## config.mk

```make
export PLATFORM = sky130hd
export DESIGN_NAME = startup_reset_seq
export DESIGN_NICKNAME = d
export VERILOG_FILES = /design/src/rtl/rstseq_pkg.sv /design/src/rtl/mrst_filter.sv /design/src/rtl/rstseq_fsm.sv /design/src/rtl/startup_reset_seq.sv
export SDC_FILE = /design/constraint.sdc
export NUM_CORES = 1
export LEC_CHECK = 0
export ABC_AREA = 1
export BUFFER_PORTS_ARGS = -buffer_cell sky130_fd_sc_hd__buf_2
export CAP_MARGIN = 40
export CORE_MARGIN = 3
export CORE_UTILIZATION = 40
export DETAILED_ROUTE_END_ITERATION = 10
export GPL_TIMING_DRIVEN = 1
export PLACE_DENSITY = 0.6
export SLEW_MARGIN = 20
export SYNTH_ARGS = -nofsm -noshare
export SYNTH_HDL_FRONTEND = slang
export SYNTH_SLANG_ARGS = --single-unit
```

## constraint.sdc

```tcl
create_clock -name clk -period 1.25 [get_ports clk]
set_input_delay 0.1875 -clock clk [delete_from_list [all_inputs] [get_ports clk]]
set_output_delay 0.1875 -clock clk [all_outputs]
set_load 0.01 [all_outputs]
```

## src/rtl/rstseq_pkg.sv

```systemverilog
package rstseq_pkg;

    typedef enum logic [1:0] {
        PH_PWRT = 2'd0,
        PH_OST  = 2'd1,
        PH_RUN  = 2'd2
    } phase_e;

    localparam logic [2:0] OSC_LAST_XTAL = 3'd2;

    // crystal or resonator modes need the start-up wait
    function automatic logic needs_ost(input logic [2:0] mode);
        return mode <= OSC_LAST_XTAL;
    endfunction

endpackage

```

## src/rtl/mrst_filter.sv

```systemverilog
module mrst_filter #(
    parameter int FILT_LEN = 4
) (
    input  logic clk,
    input  logic rst,
    input  logic pad_n,
    input  logic bypass,
    output logic active
);
    localparam int CW = $clog2(FILT_LEN + 1);
    localparam logic [CW-1:0] FULL = CW'(FILT_LEN);

    logic [1:0]    sync_q;
    logic [CW-1:0] low_run;
    logic          pin_eff;

    assign pin_eff = bypass | pad_n;
    assign active  = (low_run == FULL);

    always_ff @(posedge clk) begin
        if (rst) begin
            sync_q  <= 2'b11;
            low_run <= '0;
        end else begin
            sync_q <= {sync_q[0], pin_eff};
            if (sync_q[1])
                low_run <= '0;
            else if (low_run != FULL)
                low_run <= low_run + 1'b1;
        end
    end
endmodule

```

## src/rtl/rstseq_fsm.sv

```systemverilog
module rstseq_fsm
    import rstseq_pkg::*;
#(
    parameter int PWRT_TICKS = 72,
    parameter int OST_CYCLES = 1024
) (
    input  logic   clk,
    input  logic   rst,
    input  logic   bod,
    input  logic   tick,
    input  logic   pwrt_off,
    input  logic   xtal,
    input  logic   wake,
    output phase_e phase
);
    localparam int MAXC = (PWRT_TICKS > OST_CYCLES) ? PWRT_TICKS : OST_CYCLES;
    localparam int CW   = $clog2(MAXC + 1);
    localparam logic [CW-1:0] PT_LAST  = CW'(PWRT_TICKS - 1);
    localparam logic [CW-1:0] OST_LAST = CW'(OST_CYCLES - 1);

    logic [CW-1:0] cnt;
    logic          ost_pend;
    logic          pwrt_done;

    assign pwrt_done = pwrt_off || (tick && cnt == PT_LAST);

    always_ff @(posedge clk) begin
        if (rst) begin
            phase    <= PH_PWRT;
            ost_pend <= 1'b1;
            cnt      <= '0;
        end else if (bod) begin
            phase    <= PH_PWRT;
            ost_pend <= 1'b0;
            cnt      <= '0;
        end else begin
            unique case (phase)
                PH_PWRT: begin
                    if (pwrt_done) begin
                        phase <= (ost_pend && xtal) ? PH_OST : PH_RUN;
                        cnt   <= '0;
                    end else if (tick) begin
                        cnt <= cnt + 1'b1;
                    end
                end
                PH_OST: begin
                    if (cnt == OST_LAST) begin
                        phase <= PH_RUN;
                        cnt   <= '0;
                    end else begin
                        cnt <= cnt + 1'b1;
                    end
                end
                PH_RUN: begin
                    if (wake && xtal) begin
                        phase <= PH_OST;
                        cnt   <= '0;
                    end
                end
                default: begin
                    phase <= PH_PWRT;
                    cnt   <= '0;
                end
            endcase
        end
    end
endmodule

```

## src/rtl/startup_reset_seq.sv

```systemverilog
module startup_reset_seq
    import rstseq_pkg::*;
#(
    parameter int PWRT_US    = 72000,
    parameter int RC_TICK_US = 1000,
    parameter int OST_CYCLES = 1024,
    parameter int FILT_LEN   = 4
) (
    input  logic       clk,
    input  logic       por_i,
    input  logic       bod_i,
    input  logic       mrst_pad_n_i,
    input  logic       wake_i,
    input  logic       wdt_i,
    input  logic       rc_tick_i,
    input  logic       pwrt_off_i,
    input  logic       int_mrst_i,
    input  logic [2:0] osc_mode_i,
    output logic       core_rst_n_o
);
    localparam int PWRT_RAW   = PWRT_US / RC_TICK_US;
    localparam int PWRT_TICKS = (PWRT_RAW < 1) ? 1 : PWRT_RAW;

    phase_e phase;
    logic   mrst_act;

    mrst_filter #(.FILT_LEN(FILT_LEN)) u_filt (
        .clk    (clk),
        .rst    (por_i),
        .pad_n  (mrst_pad_n_i),
        .bypass (int_mrst_i),
        .active (mrst_act)
    );

    rstseq_fsm #(.PWRT_TICKS(PWRT_TICKS), .OST_CYCLES(OST_CYCLES)) u_fsm (
        .clk      (clk),
        .rst      (por_i),
        .bod      (bod_i),
        .tick     (rc_tick_i),
        .pwrt_off (pwrt_off_i),
        .xtal     (needs_ost(osc_mode_i)),
        .wake     (wake_i),
        .phase    (phase)
    );

    always_ff @(posedge clk) begin
        if (por_i)
            core_rst_n_o <= 1'b0;
        else
            core_rst_n_o <= (phase == PH_RUN) && !mrst_act && !wdt_i && !bod_i;
    end
endmodule

```

==> results.sh, run 1 <==
export IMPL_n_antenna_cell=0
export IMPL_cp_required_ns=1.50
export IMPL_portBuffers=12
export IMPL_area_growth_pct=29.0
export IMPL_setup_violations=13
export IMPL_clkTransAtPathRegs_ns=0.11
export IMPL_rsz0062_at_grt="true"
export IMPL_ios=13
export IMPL_layout_nets=205
export IMPL_grtUsageMet2_pct=24.4
export IMPL_firstDrtPassIters=4
export IMPL_multiInputGateArea_um2=642
export IMPL_fin_hold_ws_ns=0.0265
export IMPL_worstPathArrival_ns=1.58
export IMPL_worstSkewPairLatency_ns=0.30
export IMPL_fp_dieW_um=57.8
export IMPL_postRouteAntennaNets=0
export IMPL_yosysWarnings=0
export IMPL_synthTopCellsByArea="dfxtp_1, nand2_1, nor2_1"
export IMPL_final_common_cell="nand2_1"
export IMPL_cts_hold_fix_buffers=0
export IMPL_fin_crit_sh_pct=107
export IMPL_start_util_pct=42.6
export IMPL_syn_nets=174
export IMPL_worst_slack_ns=-0.0876
export IMPL_cp_max_fo=4
export IMPL_violations="setup timing"
export IMPL_fin_util_pct=54.9
export IMPL_grt_pass1_vias=918
export IMPL_rows=18
export IMPL_grtUsageMet3_pct=3.34
export IMPL_crit_top_cell="nand2_4"
export IMPL_synth_area_um2=1070
export IMPL_drc=0
export IMPL_synth_top_cell_by_area="dfxtp_1"
export IMPL_drive_gt1_share_pct=31.7
export IMPL_post_place_ws_ns=-0.115
export IMPL_cts_sinks=20
export IMPL_cts_tree="built"
export IMPL_clk_path_buf_depth=2
export IMPL_start_kind="flop"
export IMPL_setup_tns_ns=-0.773
export IMPL_htreeDepth=1
export IMPL_crit_path_end_kind="flop"
export IMPL_finalClockSkew_ns=0.00116
export IMPL_grt_usage_pct=15.2
export IMPL_path_cells="ha_4 > nand2_4 > nor2_4 > nand3_2 > nand2_4 > buf_4 > o2111ai_2 > nor2_1"
export IMPL_vias_per_cell=4.76
export IMPL_peakVddDrop_mv=0.699
export IMPL_place_hpwl_um=1700
export IMPL_wire_per_inst_um=10.5
export IMPL_hold_violations=0
export IMPL_cts_root_buf="clkbuf_4"
export IMPL_hold_class="input pin to flop"
export IMPL_routed_wl_um=2310
export IMPL_relSlewSlack_pct=83.6
export IMPL_leakage_nw=0.654
export IMPL_seq_area_frac_synth_pct=37.3
export IMPL_synth_cell_types=23
export IMPL_synth_seq_cells=20
export IMPL_status="complete, but fails checks"
export IMPL_slowest_delay_ns=0.37
export IMPL_maxCapViolCount=0
export IMPL_synth_top_area_share_pct=37.3
export IMPL_rrSetupSlack_ns=-0.09
export IMPL_die_area_um2=3340
export IMPL_fillers=254
export IMPL_grt_pass1_wl_um=3910
export IMPL_drv_slew=0
export IMPL_vias=1043
export IMPL_top_usage_layer="met2"
export IMPL_most_common_layout_cells="nand2_1, inv_1, nor2_1"
export IMPL_grt_start_max_net_pins=12
export IMPL_dp_cells=207
export IMPL_syn_area_per_cell_um2=6.75
export IMPL_final_cells=219
export IMPL_path_class="flop to flop"
export IMPL_fmax_mhz=748
export IMPL_drtIter0Drc=54
export IMPL_register_area_um2=405
export IMPL_period_minus_slack_ns=1.34
export IMPL_antenna_found_initial=0
export IMPL_gr_total_overflow=0
export IMPL_core_um2=2520
export IMPL_place_gp_congestion=0.790
export IMPL_slowest_stage="dfxtp_2"
export IMPL_syn_inst=159
export IMPL_fp_dieH_um=57.8
export IMPL_p_per_area_nw_per_um2=896
export IMPL_grt_use_met1_pct=19.5
export IMPL_worst_pin_slew_ns=0.244
export IMPL_numCtsBuffers=3
-- cell usage after synthesis --
library cell,count
a21oi_1,4
a31oi_1,1
dfxtp_1,20
ha_1,3
inv_1,25
inv_2,1
inv_6,1
nand2_1,40
nand2_2,2
nand2_4,2
nand3_1,7
nand3_4,1
nand3b_1,1
nand3b_2,1
nand4_1,2
nor2_1,28
nor2_2,4
nor3_1,3
o2111ai_1,1
o21ai_0,6
or2_2,1
xnor2_1,2
xor2_1,3
-- timing repair --
action                                  CTS  global route
buffers inserted                          4             3
endpoints found under the setup margin   13            13
resized for setup                        10             8
hold endpoints to repair                  0             0
pin swaps                                12            10
cloned                                    1             0
-- sequential cells by signal, indices dropped and copies added, names as in the netlist --
signal	cells
core_rst_n_o	1
u_filt.low_run	3
u_filt.sync_q	2
u_fsm.cnt	11
u_fsm.ost_pend	1
u_fsm.phase	2
-- worst paths after layout --
path	start	endpoint	cells past startpoint
setup / recovery	u_fsm.cnt[1]	u_fsm.phase[1]	8
hold / removal	wdt_i	core_rst_n_o	2
setup reg to reg	u_fsm.cnt[1]	u_fsm.phase[1]	8
hold reg to reg	u_filt.sync_q[0]	u_filt.sync_q[1]	1
-- critical path: cells and delay by family (launching register included) --
family                   cells  cell delay [ns]
AND/OR/NAND/NOR              5             0.55
buffers and inverters        1             0.11
flip-flops                   1             0.37
adder cells (fa/ha/maj)      1             0.15
AO/OA/AOI/OAI                1             0.10
-- final cells by class --
type / instances / area share, %
repair buffers: 25 / 11.4
flip-flops and latches: 20 / 29.3
well taps: 30 / 2.71
multi-input cells: 113 / 46.3
clock buffers: 4 / 2.62
inverters: 27 / 7.68
-- per-stage QoR --
stage / cell area [um2] / total power, mW
3_3_place_gp: 1240 / 0.838
4_1_cts: 1340 / 1.24
3_5_place_dp: 1240 / 0.841
2_1_floorplan: 1100 / 0.786
5_1_grt: 1390 / 1.31
6_report: 1390 / 1.24
-- routing by layer --
metal  share of wire (%)  vias to the layer above
met2                  45                       18
met5                   0                        -
met3                 4.2                        5
li1                    -                      552
met4                 1.6                        0
met1                  49                      468
-- kinds of logic (layout without fill, tap and decap cells) --
kind of cell | after synthesis | count (layout) | synth area share [%]
xor+xnor | 5 | 5 | 4.08
flops | 20 | 20 | 37.3
simple gates | 92 | 93 | 39.2
buf+inv | 27 | 56 | 9.91
fa+ha+maj | 3 | 3 | 3.50
compound gates | 12 | 12 | 6.06
-- power breakdown --
group | switching, mW | internal, mW | leakage (nW) | total (mW)
combinational | 0.119 | 0.0802 | 0.469 | 0.199
sequential | 0.0108 | 0.650 | 0.164 | 0.661
clock | 0.203 | 0.178 | 0.0210 | 0.381
Power figures use the tool's default switching activity.
==> run 2: changes to the inputs <==
--- a/config.mk
+++ b/config.mk
@@ -7,12 +7,12 @@
 export LEC_CHECK = 0
 export ABC_AREA = 1
 export BUFFER_PORTS_ARGS = -buffer_cell sky130_fd_sc_hd__buf_2
-export CAP_MARGIN = 40
+export CAP_MARGIN = 5
 export CORE_MARGIN = 3
-export CORE_UTILIZATION = 40
+export CORE_UTILIZATION = 26
 export DETAILED_ROUTE_END_ITERATION = 10
 export GPL_TIMING_DRIVEN = 1
-export PLACE_DENSITY = 0.6
+export PLACE_DENSITY = 0.42
 export SLEW_MARGIN = 20
 export SYNTH_ARGS = -nofsm -noshare
 export SYNTH_HDL_FRONTEND = slang
==> run 2 against run 1 <==
  * Register-to-register slack better by 0.03 ns
  * Via count is 0.67% higher
  * Final cell count rose by 11%
  * Hold slack improved by 0.059 ns
  * Design area up 9.8%
  * Critical path depth is the same
  * Die area is 48% higher
  * Non-clock buffer count grew 7
  * Combinational power up 24%
  * Sequential power barely moved
  * The flow still finishes with violations (setup timing)
  * Utilization shrank 15 points
==> results.sh, run 2 (synthesis gave the netlist of run 1 again) <==
export IMPL_peakVddDrop_mv=0.357
export IMPL_grt_start_max_net_pins=13
export IMPL_fin_hold_ws_ns=0.0859
export IMPL_rows=22
export IMPL_min_delay_start="wdt_i"
export IMPL_cts_tree="built"
export IMPL_worstSkewPairLatency_ns=0.26
export IMPL_cp_required_ns=1.41
export IMPL_drtIter0Drc=28
export IMPL_maxCapViolCount=0
export IMPL_p_per_area_nw_per_um2=1030
export IMPL_fin_crit_sh_pct=104
export IMPL_layout_nets=212
export IMPL_finalClockSkew_ns=0.00743
export IMPL_r2r_cells=8
export IMPL_min_path_cells=2
export IMPL_period_minus_slack_ns=1.31
export IMPL_drive_gt1_share_pct=32.7
export IMPL_antenna_found_initial=0
export IMPL_ios=13
export IMPL_r2r_start="u_fsm.cnt[0]"
export IMPL_regMostFlops="u_fsm.cnt"
export IMPL_firstDrtPassIters=4
export IMPL_grt_pass1_wl_um=4770
export IMPL_numCtsBuffers=3
export IMPL_cp_max_fo=5
export IMPL_largest_reg_flops=11
export IMPL_post_place_ws_ns=-0.111
export IMPL_cts_hold_fix_buffers=0
export IMPL_area_growth_pct=41.7
export IMPL_core_um2=3830
export IMPL_start_kind="flop"
export IMPL_vias_per_cell=4.30
export IMPL_routed_wl_um=2570
export IMPL_vias=1050
export IMPL_postLayoutCellArea_um2=1520
export IMPL_drc=0
export IMPL_power_total_mw=1.56
export IMPL_clk_path_buf_depth=2
export IMPL_crit_path_end_kind="flop"
export IMPL_fin_util_pct=39.8
export IMPL_gr_total_overflow=0
export IMPL_leakage_nw=0.711
export IMPL_grt_pass1_vias=1112
export IMPL_top_regs="u_fsm.cnt: 11 flops, u_filt.low_run: 3 flops"
export IMPL_setup_violations=12
export IMPL_postRouteAntennaNets=0
export IMPL_cts_root_buf="clkbuf_8"
export IMPL_rrSetupSlack_ns=-0.06
export IMPL_worst_slack_ns=-0.0557
export IMPL_worst_pin_slew_ns=0.223
export IMPL_min_to="core_rst_n_o"
export IMPL_clkTransAtPathRegs_ns=0.08
export IMPL_place_gp_congestion=0.731
export IMPL_drv_slew=0
export IMPL_start_util_pct=28.1
export IMPL_n_antenna_cell=0
export IMPL_grt_usage_pct=11.8
export IMPL_fmax_mhz=766
export IMPL_fp_dieW_um=70.3
export IMPL_portBuffers=12
export IMPL_place_hpwl_um=1880
export IMPL_wire_per_inst_um=10.5
export IMPL_hold_violations=0
export IMPL_worstPathArrival_ns=1.47
export IMPL_fp_dieH_um=70.3
export IMPL_relSlewSlack_pct=85.0
export IMPL_most_common_layout_cells="nand2_1, inv_1, nor2_1"
export IMPL_dpl_cell_area_um2=1320
export IMPL_final_common_cell="nand2_1"
export IMPL_violations="setup timing"
export IMPL_hold_class="input pin to flop"
export IMPL_status="complete, but fails checks"
export IMPL_die_area_um2=4940
export IMPL_rsz0062_at_grt="true"
export IMPL_htreeDepth=1
export IMPL_cts_sinks=20
export IMPL_path_class="flop to flop"
export IMPL_r2r_end="u_fsm.cnt[4]"
[run 2: worst max-delay path by stage]
stage / cells past startpoint / endpoint / start / slack (ns)
2_1_floorplan: 8 / u_fsm.cnt[2] / u_fsm.cnt[1] / 0.02
3_3_place_gp: 8 / u_fsm.cnt[2] / u_fsm.cnt[1] / -0.10
3_5_place_dp: 8 / u_fsm.cnt[9] / u_fsm.cnt[1] / -0.11
4_1_cts: 8 / u_fsm.phase[1] / u_fsm.cnt[0] / -0.05
5_1_grt: 8 / u_fsm.cnt[4] / u_fsm.cnt[0] / -0.15
6_report: 8 / u_fsm.cnt[4] / u_fsm.cnt[0] / -0.06
[run 2: area by class of cell]
type | count | area, um2
clock inverters | 1 | 30.0
inverters | 27 | 106
clock buffers | 3 | 41.3
fillers | 422 | 2300
multi-input cells | 113 | 638
flip-flops and latches | 20 | 407
repair buffers | 32 | 239
well taps | 48 | 60.1
[run 2: through the flow]
step | instances | TNS, ns
floorplan | 159 | 0
CTS | 243 | -0.382
detailed placement | 233 | -1.08
global placement | 233 | -1.01
global route | 244 | -1.74
finish | 244 | -0.486
[run 2: timing repair]
| item | CTS | global route |
|---|---|---|
| cloned | 1 | 0 |
| resized for setup | 9 | 7 |
| setup buffers | 6 | 1 |
| pin swaps | 18 | 5 |
| endpoints found under the setup margin | 13 | 13 |
[run 2: layer usage]
layer | GRT usage, % | vias to the layer above | wire length [um]
met5 | 0 | - | 0
met4 | 3.62 | 0 | 44
met3 | 3.45 | 5 | 103
met2 | 20.4 | 18 | 1240
met1 | 14.1 | 464 | 1180
li1 | - | 563 | -
[run 2: power by group]
| group | switching, mW | total (mW) | internal, mW |
|---|---|---|---|
| Clock | 0.229 | 0.656 | 0.427 |
| Combinational | 0.133 | 0.246 | 0.113 |
| Sequential | 0.0108 | 0.661 | 0.650 |
| Total | 0.373 | 1.56 | 1.19 |
[run 2: critical path, stage by stage (launching register included)]
cell and delay, ns:
dfxtp_2 0.36, ha_4 0.15, nand2_4 0.05, nor2_4 0.14, nand3_2 0.10, nand2_4 0.09, nand3_4 0.14, nand2_8 0.13
nor2_1 0.05
==> run 3: changes to the inputs <==
--- a/config.mk
+++ b/config.mk
@@ -12,6 +12,7 @@
 export CORE_UTILIZATION = 26
 export DETAILED_ROUTE_END_ITERATION = 10
 export GPL_TIMING_DRIVEN = 1
+export HOLD_SLACK_MARGIN = 0.12
 export PLACE_DENSITY = 0.42
 export SLEW_MARGIN = 20
 export SYNTH_ARGS = -nofsm -noshare
==> run 3 against run 2 <==
  * Clock skew about the same
  * Critical endpoint unchanged
  * Highest routed layer unchanged
  * The run still ends with setup timing left
  * Worst setup slack worse by 0.0027 ns
  * Critical path type unchanged
  * Utilization grew 0.78 points
==> results.sh, run 3 (synthesis gave the netlist of run 1 again) <==
export IMPL_status="complete, but fails checks"
export IMPL_violations="setup timing"
export IMPL_vias_per_cell=4.27
export IMPL_relSlewSlack_pct=85.0
export IMPL_cts_root_buf="clkbuf_8"
export IMPL_clkTransAtPathRegs_ns=0.08
export IMPL_postLayoutCellArea_um2=1550
export IMPL_grt_pass1_vias=1134
export IMPL_path_class="flop to flop"
export IMPL_fmax_mhz=764
export IMPL_routed_wl_um=2600
export IMPL_drv_slew=0
export IMPL_area_growth_pct=44.5
export IMPL_vias=1055
export IMPL_p_per_area_nw_per_um2=1010
export IMPL_crit_path_end_kind="flop"
export IMPL_cp_required_ns=1.41
export IMPL_fin_crit_sh_pct=105
export IMPL_n_antenna_cell=0
export IMPL_grt_pass1_wl_um=4840
export IMPL_maxCapViolCount=0
export IMPL_postRouteAntennaNets=0
export IMPL_finalClockSkew_ns=0.00699
export IMPL_hold_class="input pin to flop"
export IMPL_cts_tree="built"
export IMPL_peakVddDrop_mv=0.357
export IMPL_htreeDepth=1
export IMPL_dpl_cell_area_um2=1320
export IMPL_worstSetupStartpoint="u_fsm.cnt[0]"
export IMPL_worstPathArrival_ns=1.47
export IMPL_wire_per_inst_um=10.5
export IMPL_layout_nets=215
export IMPL_place_hpwl_um=1880
export IMPL_fp_dieW_um=70.3
export IMPL_drive_gt1_share_pct=32.2
export IMPL_cts_sinks=20
export IMPL_period_minus_slack_ns=1.31
export IMPL_rows=22
export IMPL_fillers=421
export IMPL_gr_total_overflow=0
export IMPL_clk_path_buf_depth=2
export IMPL_die_area_um2=4940
export IMPL_r2r_start="u_fsm.cnt[0]"
export IMPL_min_delay_start="bod_i"
export IMPL_fin_hold_ws_ns=0.140
export IMPL_grt_start_max_net_pins=13
export IMPL_regMostFlops="u_fsm.cnt"
export IMPL_portBuffers=12
export IMPL_setup_violations=12
export IMPL_worst_pin_slew_ns=0.223
export IMPL_most_common_layout_cells="nand2_1, inv_1, nor2_1"
export IMPL_start_util_pct=28.1
export IMPL_antenna_found_initial=0
export IMPL_power_total_mw=1.57
export IMPL_ios=13
export IMPL_worstSkewPairLatency_ns=0.26
export IMPL_drtIter0Drc=29
export IMPL_final_common_cell="nand2_1"
export IMPL_largest_reg_flops=11
export IMPL_place_gp_congestion=0.731
export IMPL_rsz0062_at_grt="true"
export IMPL_core_um2=3830
export IMPL_leakage_nw=0.724
export IMPL_worst_slack_ns=-0.0583
export IMPL_firstDrtPassIters=3
export IMPL_grt_usage_pct=12.0
export IMPL_hold_violations=0
export IMPL_start_kind="flop"
export IMPL_drc=0
export IMPL_fp_dieH_um=70.3
export IMPL_cp_max_fo=5
export IMPL_top_regs="u_fsm.cnt: 11 flops, u_filt.low_run: 3 flops"
export IMPL_numCtsBuffers=3
-- run 3: cell types whose count changed in the layout (fill, tap and decap cells not counted), sizes merged --
cell         delta
dlygate4sd3     +3
-- run 3: per-layer routing --
metal,track usage [%],vias to the layer above,wire length (um)
met1,14.1,465,1200
met4,3.62,0,44
met3,3.45,5,91
met2,20.8,16,1270
met5,0,-,0
li1,-,569,-
-- run 3: final timing paths --
| kind | to | slack, ns | depth (start not counted) |
|---|---|---|---|
| worst max-delay path | u_fsm.cnt[4] | -0.06 | 8 |
| worst min-delay path | u_fsm.ost_pend | 0.14 | 2 |
| worst max register to register | u_fsm.cnt[4] | -0.06 | 8 |
| worst min register to register | u_filt.sync_q[1] | 0.42 | 1 |
-- run 3: layout make-up --
type,count,area [um2],share of cell area (%)
clock buffers,3,41.3,2.66
clock inverters,1,30.0,1.94
inverters,27,106,6.85
multi-input cells,113,638,41.1
well taps,48,60.1,3.87
repair buffers,35,269,17.3
flip-flops and latches,20,407,26.2
-- run 3: where the power goes --
| part | internal, mW | leakage (nW) | switching (mW) |
|---|---|---|---|
| sequential | 0.650 | 0.164 | 0.0108 |
| combinational | 0.119 | 0.523 | 0.133 |
| clock | 0.427 | 0.0357 | 0.228 |
-- run 3: timing repair --
| item | in CTS | in global routing |
|---|---|---|
| setup endpoints to repair | 13 | 13 |
| buffers inserted | 6 | 1 |
| pin swaps | 18 | 5 |
| hold endpoints to repair | 2 | 0 |
| hold buffers | 3 | 0 |
| resized for setup | 9 | 7 |
| gates cloned | 1 | 0 |
-- run 3: through the flow --
step / setup slack [ns] / util (%) / instances / TNS (ns)
floorplan: 0.0162 / - / 159 / 0
global placement: -0.101 / 34.5 / 233 / -1.01
detailed placement: -0.111 / 34.5 / 233 / -1.08
CTS: -0.0510 / 39.9 / 246 / -0.382
global route: -0.139 / 40.5 / 247 / -1.62
finish: -0.0583 / 40.5 / 247 / -0.514
-- run 3: worst max-delay path, stage by stage (launching register included) --
cell and delay (ns):
dfxtp_2 0.36, ha_4 0.15, nand2_4 0.05, nor2_4 0.14, nand3_2 0.10, nand2_4 0.09, nand3_4 0.14, nand2_8 0.13
nor2_1 0.05
